--- config.mk ---
export PLATFORM = sky130hd
export DESIGN_NAME = mcast_hash_filter
export DESIGN_NICKNAME = d
export VERILOG_FILES = /design/src/rtl/mhf_pkg.sv /design/src/rtl/mhf_regs.sv /design/src/rtl/mhf_addr_path.sv /design/src/rtl/mhf_decide.sv /design/src/rtl/mcast_hash_filter.sv
export SDC_FILE = /design/constraint.sdc
export NUM_CORES = 1
export LEC_CHECK = 0
export CORE_MARGIN = 1.5
export CORE_UTILIZATION = 40
export DETAILED_ROUTE_END_ITERATION = 8
export PLACE_DENSITY_LB_ADDON = 0.25
export SYNTH_ARGS = -nofsm -noshare
export SYNTH_HDL_FRONTEND = slang
export SYNTH_SLANG_ARGS = --single-unit
--- constraint.sdc ---
create_clock -name clk -period 3.8 [get_ports clk]
set_input_delay 0.38 -clock clk [delete_from_list [all_inputs] [get_ports clk]]
set_output_delay 0.38 -clock clk [all_outputs]
set_load 0.05 [all_outputs]
--- src/rtl/mhf_pkg.sv ---
package mhf_pkg;
   localparam int CTRL_OFS   = 'h08;
   localparam int FEAT_OFS   = 'h04;
   localparam int HASH_BASE  = 'h10;
   localparam int BIT_PROMISC = 0;
   localparam int BIT_HASHMC  = 2;
   localparam int BIT_ALLMC   = 4;
   localparam logic [31:0] CRC_POLY = 32'hEDB8_8320;

   typedef struct packed {
      logic promisc;
      logic allmc;
      logic hashmc;
   } mode_t;

   function automatic logic [31:0] crc_byte(input logic [31:0] crc_in, input logic [7:0] b);
      logic [31:0] c;
      c = crc_in ^ {24'd0, b};
      for (int k = 0; k < 8; k++) begin
         c = c[0] ? ((c >> 1) ^ CRC_POLY) : (c >> 1);
      end
      return c;
   endfunction
endpackage

--- src/rtl/mhf_regs.sv ---
module mhf_regs
   import mhf_pkg::*;
#(
   parameter int HASH_BITS = 8,
   parameter int ADDR_W    = 8,
   localparam int NREGS    = 2 ** (HASH_BITS - 5),
   localparam int TBL_BITS = NREGS * 32
) (
   input  logic                clk,
   input  logic                rst_n,
   input  logic                reg_wen,
   input  logic [ADDR_W-1:0]   reg_addr,
   input  logic [31:0]         reg_wdata,
   output logic [31:0]         reg_rdata,
   output logic [31:0]         ctrl_q,
   output logic [TBL_BITS-1:0] tbl_q
);
   localparam logic [31:0] FEAT_VAL = 32'(HASH_BITS - 5) << 24;

   logic [31:0] words [NREGS];

   always_ff @(posedge clk) begin
      if (!rst_n) ctrl_q <= '0;
      else if (reg_wen && reg_addr == ADDR_W'(CTRL_OFS)) ctrl_q <= reg_wdata;
   end

   for (genvar g = 0; g < NREGS; g++) begin : g_word
      always_ff @(posedge clk) begin
         if (!rst_n) words[g] <= '0;
         else if (reg_wen && reg_addr == ADDR_W'(HASH_BASE + 4 * g)) words[g] <= reg_wdata;
      end
      assign tbl_q[g*32 +: 32] = words[g];
   end

   always_comb begin
      reg_rdata = '0;
      if (reg_addr == ADDR_W'(CTRL_OFS)) reg_rdata = ctrl_q;
      if (reg_addr == ADDR_W'(FEAT_OFS)) reg_rdata = FEAT_VAL;
      for (int i = 0; i < NREGS; i++) begin
         if (reg_addr == ADDR_W'(HASH_BASE + 4 * i)) reg_rdata = words[i];
      end
   end
endmodule

--- src/rtl/mhf_addr_path.sv ---
module mhf_addr_path
   import mhf_pkg::*;
(
   input  logic        clk,
   input  logic        rst_n,
   input  logic        beat,
   input  logic [7:0]  da_byte,
   output logic        first,
   output logic        last,
   output logic [31:0] crc_nx,
   output logic        mc_now,
   output logic        bc_now
);
   logic [2:0]  cnt_q;
   logic [31:0] crc_q;
   logic        mc_q;
   logic        bc_q;

   assign first  = (cnt_q == 3'd0);
   assign last   = (cnt_q == 3'd5);
   assign crc_nx = crc_byte(first ? 32'hFFFF_FFFF : crc_q, da_byte);
   assign mc_now = first ? da_byte[0] : mc_q;
   assign bc_now = (first ? 1'b1 : bc_q) & (&da_byte);

   always_ff @(posedge clk) begin
      if (!rst_n) begin
         cnt_q <= '0;
         crc_q <= '1;
         mc_q  <= 1'b0;
         bc_q  <= 1'b0;
      end else if (beat) begin
         cnt_q <= last ? 3'd0 : cnt_q + 3'd1;
         crc_q <= crc_nx;
         mc_q  <= mc_now;
         bc_q  <= bc_now;
      end
   end
endmodule

--- src/rtl/mhf_decide.sv ---
module mhf_decide
   import mhf_pkg::*;
#(
   parameter int HASH_BITS = 8,
   localparam int TBL_BITS = 32 * 2 ** (HASH_BITS - 5)
) (
   input  logic                clk,
   input  logic                rst_n,
   input  logic                beat,
   input  logic                first,
   input  logic                last,
   input  logic [31:0]         crc_nx,
   input  logic                mc_now,
   input  logic                bc_now,
   input  logic [31:0]         ctrl_q,
   input  logic [TBL_BITS-1:0] tbl_q,
   input  logic                dec_ready,
   output logic                dec_valid,
   output logic                dec_accept
);
   logic [TBL_BITS-1:0]  act_tbl;
   mode_t                act_mode;
   logic [HASH_BITS-1:0] idx;
   logic                 hit;
   logic                 accept_nx;

   always_comb begin
      for (int j = 0; j < HASH_BITS; j++) idx[HASH_BITS-1-j] = ~crc_nx[j];
   end

   assign hit       = act_tbl[idx];
   assign accept_nx = act_mode.promisc | bc_now | ~mc_now | act_mode.allmc
                    | (act_mode.hashmc & hit);

   always_ff @(posedge clk) begin
      if (!rst_n) begin
         act_tbl  <= '0;
         act_mode <= '0;
      end else if (beat && first) begin
         act_tbl          <= tbl_q;
         act_mode.promisc <= ctrl_q[BIT_PROMISC];
         act_mode.allmc   <= ctrl_q[BIT_ALLMC];
         act_mode.hashmc  <= ctrl_q[BIT_HASHMC];
      end
   end

   always_ff @(posedge clk) begin
      if (!rst_n) begin
         dec_valid  <= 1'b0;
         dec_accept <= 1'b0;
      end else if (beat && last) begin
         dec_valid  <= 1'b1;
         dec_accept <= accept_nx;
      end else if (dec_ready) begin
         dec_valid  <= 1'b0;
      end
   end
endmodule

--- src/rtl/mcast_hash_filter.sv ---
module mcast_hash_filter
   import mhf_pkg::*;
#(
   parameter int HASH_BITS = 8,
   parameter int ADDR_W    = 8
) (
   input  logic              clk,
   input  logic              rst_n,
   input  logic              da_valid,
   input  logic [7:0]        da_byte,
   output logic              da_ready,
   output logic              dec_valid,
   output logic              dec_accept,
   input  logic              dec_ready,
   input  logic              reg_wen,
   input  logic [ADDR_W-1:0] reg_addr,
   input  logic [31:0]       reg_wdata,
   output logic [31:0]       reg_rdata
);
   localparam int NREGS    = 2 ** (HASH_BITS - 5);
   localparam int TBL_BITS = NREGS * 32;

   if (HASH_BITS < 6 || HASH_BITS > 8) begin : g_bad_bits
      $error("HASH_BITS must be 6, 7 or 8");
   end
   if (HASH_BASE + 4 * NREGS > 2 ** ADDR_W) begin : g_bad_addr
      $error("ADDR_W too narrow for the hash words");
   end

   logic                beat, first, last, mc_now, bc_now;
   logic [31:0]         crc_nx, ctrl_q;
   logic [TBL_BITS-1:0] tbl_q;

   assign da_ready = ~dec_valid | dec_ready;
   assign beat     = da_valid & da_ready;

   mhf_regs #(.HASH_BITS(HASH_BITS), .ADDR_W(ADDR_W)) u_regs (
      .clk(clk), .rst_n(rst_n), .reg_wen(reg_wen), .reg_addr(reg_addr),
      .reg_wdata(reg_wdata), .reg_rdata(reg_rdata), .ctrl_q(ctrl_q), .tbl_q(tbl_q)
   );

   mhf_addr_path u_path (
      .clk(clk), .rst_n(rst_n), .beat(beat), .da_byte(da_byte), .first(first),
      .last(last), .crc_nx(crc_nx), .mc_now(mc_now), .bc_now(bc_now)
   );

   mhf_decide #(.HASH_BITS(HASH_BITS)) u_dec (
      .clk(clk), .rst_n(rst_n), .beat(beat), .first(first), .last(last),
      .crc_nx(crc_nx), .mc_now(mc_now), .bc_now(bc_now), .ctrl_q(ctrl_q),
      .tbl_q(tbl_q), .dec_ready(dec_ready), .dec_valid(dec_valid),
      .dec_accept(dec_accept)
   );
endmodule

* After elaboration in Yosys (flattened, before gate mapping)
Memory sizes are Yosys's and may differ from the RTL's.
Cells that the tools add are included.
** Operators by class
- Add/sub/neg operators :: 1
- Order comparisons :: 1
- Bitwise gates (word level) :: 35
- Mux-type cells :: 59
- Reductions and logical operators :: 14
- Equality and inequality tests :: 11
** Operator list (count)
- two-way mux 32 bit :: 27
- inverter 13 -> 14 bit :: 8
- == test 8 x 5 -> 1 bit (second input constant) :: 4
- == test 8 x 6 -> 1 bit (second input constant) :: 4
- bitwise XOR 32 x 8 -> 32 bit :: 1
- two-way mux 1 bit :: 30
- bitwise OR 1 bit :: 13
- logical AND 1 bit :: 11
- inverter 1 bit :: 10
- less-than comparator 8 x 9 -> 1 bit (second input constant) :: 1
- binary-select mux 1 bit (select 8 bit) :: 1
- == test 8 x 3 -> 1 bit (second input constant) :: 1
- == test 8 x 4 -> 1 bit (second input constant) :: 1
- AND reduction 8 bit :: 1
- adder 3 x 1 -> 3 bit (second input constant) :: 1
- AND 1 bit :: 3
- == test 3 bit (second input constant) :: 1
- logical NOT 3 bit :: 1
- two-way mux 3 bit :: 1
- nonzero test 2 bit :: 1
** Word-level totals
- Word-level logic and storage cells :: 133
- Memories :: 1
- Bits in writable memories :: 256
- Output and inout port bits :: 35
- Register bits :: 330
** Memory list
- u_regs.words :: words 8, bits a word 32, rd ports 8, clocked after memory_dff 0, write ports 8, line mhf_regs.sv:20 : logic [31:0] words [NREGS];

* Depth between registers and ports, before layout
- Depth in word-level cells :: 24
- Depth in mapped cells :: 15
- Mapped depth without buffers :: 11

* Modules after synthesis
Synthesis repeated with hierarchy kept, for this count alone.
** Second synthesis, totals
- Cells, all modules :: 2635
- Area total of the unflattened synthesis :: 27864.2 um^2
** Modules (own cells, without submodules)
- mhf_regs :: cells each 1052, instances 1, area each 13728.2 um^2
- mhf_decide :: cells each 1309, instances 1, area each 11603.6 um^2
- mhf_addr_path :: cells each 272, instances 1, area each 2509.9 um^2
- mcast_hash_filter :: cells each 2, instances 1, area each 22.5 um^2

* Least setup slack after synthesis
Ideal clock, no wire load.
- Path type :: input port to output port
- Start :: input port reg_addr[7]
- End :: output port reg_rdata[15]
- Path slack :: 0.160 ns
- Cell stages on the path :: 10
- Arrival time :: 3.260 ns
- Cells stage by stage :: nor4b_1 -> nand2_1 -> nor3_1 -> clkbuf_1 -> a22oi_1 -> a31oi_1 -> a21oi_1 -> a21oi_1 -> a211oi_1 -> o21ai_0
** On the way
- Longest elaborated chain between the ends :: 11
- Elaborated cells on any way between the ends :: 20
** RTL lines
- start, declared :: line mcast_hash_filter.sv:16 : input logic [ADDR_W-1:0] reg_addr,
- == test 8 x 4 -> 1 bit :: line mhf_regs.sv:37 : if (reg_addr == ADDR_W'(CTRL_OFS)) reg_rdata = ctrl_q;
- two-way mux 32 bit :: line mhf_regs.sv:37
- two-way mux 32 bit :: line mhf_regs.sv:38 : if (reg_addr == ADDR_W'(FEAT_OFS)) reg_rdata = FEAT_VAL;
- two-way mux 32 bit (7 in a row) :: line mhf_regs.sv:40 : if (reg_addr == ADDR_W'(HASH_BASE + 4 * i)) reg_rdata = words[i];
- two-way mux 32 bit * :: line mhf_regs.sv:40
- end, declared :: line mcast_hash_filter.sv:18 : output logic [31:0] reg_rdata
Mark *: on every way between the ends. The rest lies on a longest branch, timed or not.

* Final worst setup path
- Start :: input port reg_addr[3]
- End :: output port reg_rdata[6]
Same word-level chain as after synthesis.

==> flow_summary.ini <==
[routing]
wirelength_mm = 89.3
drt_iter0_drc = 2179
ant_nets = 0
avgRoutedWirePerCell_um = 23.4
routed_via_density = 5.58
drc = 0
via_count = 21300
dr.pass1.iters = 6

[placed_design]
dp_hpwl_mm = 60.1
portBuffers = 87
gp_congestion = 0.923

[grt]
grtUsageTotal_pct = 25.7
grt_overflow_total = 0
grt_pass1_vias = 20800
grt_first_pass_wirelength_mm = 135
grt_max_degree = 112
antenna_found_initial = 2

[final_layout]
area_delta_synth_final_pct = 19.6
drive_gt1_share_pct = 12.5
final_common_cell = nand2_1
antennaDiodeCount = 0
finish.net_count = 2952
post-route-util_pct = 48.7
mostFrequentLayoutCells = nand2_1 (774), dfxtp_1 (330), a21boi_0 (293)

[die]
dieHeight_um = 263
rows = 94
start_util_pct = 40.7
ios = 88
fp.dieW_um = 263
coreArea_mm2 = 0.0662
die-area_mm2 = 0.0690

[worst_hold_path]
hp-class = primary input to flip-flop

[clock_network]
cts-root-buf = clkbuf_16
clk_pin_slew_worst_paths_ns = 0.06
clk_latency_ns = 0.61
cts_tree = done
cts_max_level = 3
cts_buffer_depth = 3
cts.hold.buffers_added = 0
numCtsBuffers = 66
clkSinkCount = 586

[sta]
tns_ns = 0
tightest_slew_ns = 1.06
clock_skew_ns = 0.0354
setup_viol = 0
hold_viol_final = 0
period_minus_slack_ns = 3.69
slew_headroom_pct = 29.6
grt_setup_unrepaired = false
fmaxAchievable_mhz = 271
slew_viol_final = 0
finalCritPeriodShare_pct = 97.1

[worst_setup_path]
worstPathCellList = clkdlybuf4s50_1, buf_4, nand2b_1, nor2_4, buf_12, a22oi_1, a31oi_1, a21oi_1, a21oi_1, a211oi_1, o21ai_0, buf_4, buf_12
cp-startpoint = reg_addr[3]
crit_path_top_delay_cell = clkdlybuf4s50_1
ff2ff_path_depth = 11
r2r_end = u_dec.dec_accept
cp.required_ns = 3.42
endpoint_kind = primary output
cpPeakStageDelay_ns = 0.56
worstSetupEndpoint = reg_rdata[6]
r2r-start = u_path.cnt_q[0]
critPathKind = primary input to primary output
startpoint_type = primary input
r2r_setup_slack_ns = 0.16
arrival_ns = 3.31
worst-path-max-fanout = 15

[power]
ir_drop_v = 0.000270
swShare_pct = 28.9
combPwrFrac_pct = 19.9
switching_power_uw = 4920
p_leak_uw = 0.0116
intPower_uw = 12100
pwr-share-seq_pct = 42.5
cellPowerDensity_mw_per_mm2 = 528
power.share.clock_pct = 37.6

[synth]
synthesis.area_mm2 = 0.0270
synth_seq_cells = 586
postSynthCellCount = 2800
syn_avg_cell_area_um2 = 9.63
synth-main-ff-cell = dfxtp_1
async_flop_share_pct = 0
synth_top_area_share_pct = 28.5
synth_edf_count = 256
yosysSeqAreaShare_pct = 53.0
yosysWarnings = 0
yosys.area.top_type = edfxtp_1
ys_top_cells_by_area = edfxtp_1 (29%), dfxtp_1 (25%), nand2_1 (11%)
synth_nets = 2853
synth_cell_types = 59

[status]
outcome = finished clean

[job]
cap_violations = 0
-- power by group through the flow --
stage / Sequential (uW) / Clock [uW] / Combinational [uW]
global route: 7260 / 6720 / 3600
detailed placement: 7350 / 0 / 3340
floorplan: 7250 / 0 / 2060
finish: 7230 / 6390 / 3390
CTS: 7210 / 6470 / 3360
global placement: 7330 / 0 / 3320
-- timing repair --
action | 4_1_cts | 5_1_grt
buffers inserted | 0 | 1
endpoints found under the setup margin | 3 | 10
gates cloned | 0 | 0
resized for setup | 3 | 11
pin swaps | 0 | 5
-- logic make-up (layout without fill, tap and decap cells) --
logic type | count (synthesis) | count (layout) | synth area share [%]
AO/OA/AOI/OAI | 563 | 563 | 15.1
XOR/XNOR | 103 | 103 | 3.55
buffers and inverters | 217 | 368 | 3.28
flip-flops | 586 | 586 | 53.0
multiplexers | 79 | 79 | 4.54
AND/OR/NAND/NOR | 1252 | 1252 | 20.6
-- flip-flops by register name (all words and copies together), names as in the netlist --
register,flops
u_dec.act_mode,3
u_path.crc_q,32
u_regs.words,256
u_dec.dec_accept,1
u_regs.ctrl_q,32
u_path.mc_q,1
u_dec.dec_valid,1
u_path.cnt_q,3
u_path.bc_q,1
u_dec.act_tbl,256
-- synth_stat cells, drive strengths merged (2+ instances only) --
cell type and n:
a2111oi 7, a211oi 29, a21boi 294, a21oi 63, a221oi 4, a222oi 16
a22oi 38, a311oi 6, a31oi 30, and2 265, and3 11, buf 37
clkbuf 175, dfxtp 330, edfxtp 256, inv 5, mux2 7, mux2i 38
mux4 34, nand2 778, nand2b 4, nand3 21, nand4 10, nor2 128
nor2b 5, nor3 13, nor3b 2, nor4 5, nor4b 3, o211ai 37
o21ai 31, or2 2, or4 2, xnor2 73, xor2 29
-- critical path, delay by kind of cell --
family / cells / cell delay, ns
buffers and inverters: 5 / 1.25
AOI/OAI and AO/OA: 6 / 1.42
and+or+nand+nor: 2 / 0.25
-- per-layer routing --
metal  wire length, um  vias to the layer above  track usage, %
met1             37000                    10500            33.5
met3              5550                      158            3.33
li1                  -                     9788               -
met5                17                        -               0
met4              3280                        2            9.38
met2             43500                      811            43.5
-- worst min-delay path by stage --
stage / start / endpoint / slack, ns / cells after the start
finish: rst_n / u_dec.act_tbl[34] / 0.25 / 2
global route: rst_n / u_regs.ctrl_q[26] / 0.24 / 2
detailed placement: u_dec.act_tbl[247] / u_dec.act_tbl[247] / 0.46 / 2
floorplan: u_dec.act_mode[1] / u_dec.act_mode[1] / 0.44 / 2
CTS: rst_n / u_dec.act_tbl[34] / 0.22 / 2
global placement: u_dec.act_tbl[91] / u_dec.act_tbl[91] / 0.45 / 2
-- cell type report --
class | count | area [um^2]
inverters | 5 | 18.8
multi-input cells | 1997 | 12000
well taps | 864 | 1080
flip-flops and latches | 586 | 14300
fillers | 6090 | 34000
clock buffers | 100 | 2010
repair buffers | 243 | 2700
clock inverters | 20 | 163
-- stage by stage --
| stage | total power (uW) | setup WS [ns] | std cells | area [um^2] | hold slack, ns |
|---|---|---|---|---|---|
| 2_1_floorplan | 9310 | 0.160 | 2800 | 27000 | 0.438 |
| 3_3_place_gp | 10700 | -0.0749 | 3694 | 30000 | 0.448 |
| 3_5_place_dp | 10700 | -0.128 | 3694 | 30000 | 0.455 |
| 4_1_cts | 17000 | 0.0261 | 3814 | 32200 | 0.224 |
| 5_1_grt | 17600 | 0.000247 | 3815 | 32200 | 0.242 |
| 6_report | 17000 | 0.109 | 3815 | 32200 | 0.254 |
(Power assumes the default switching activity.)
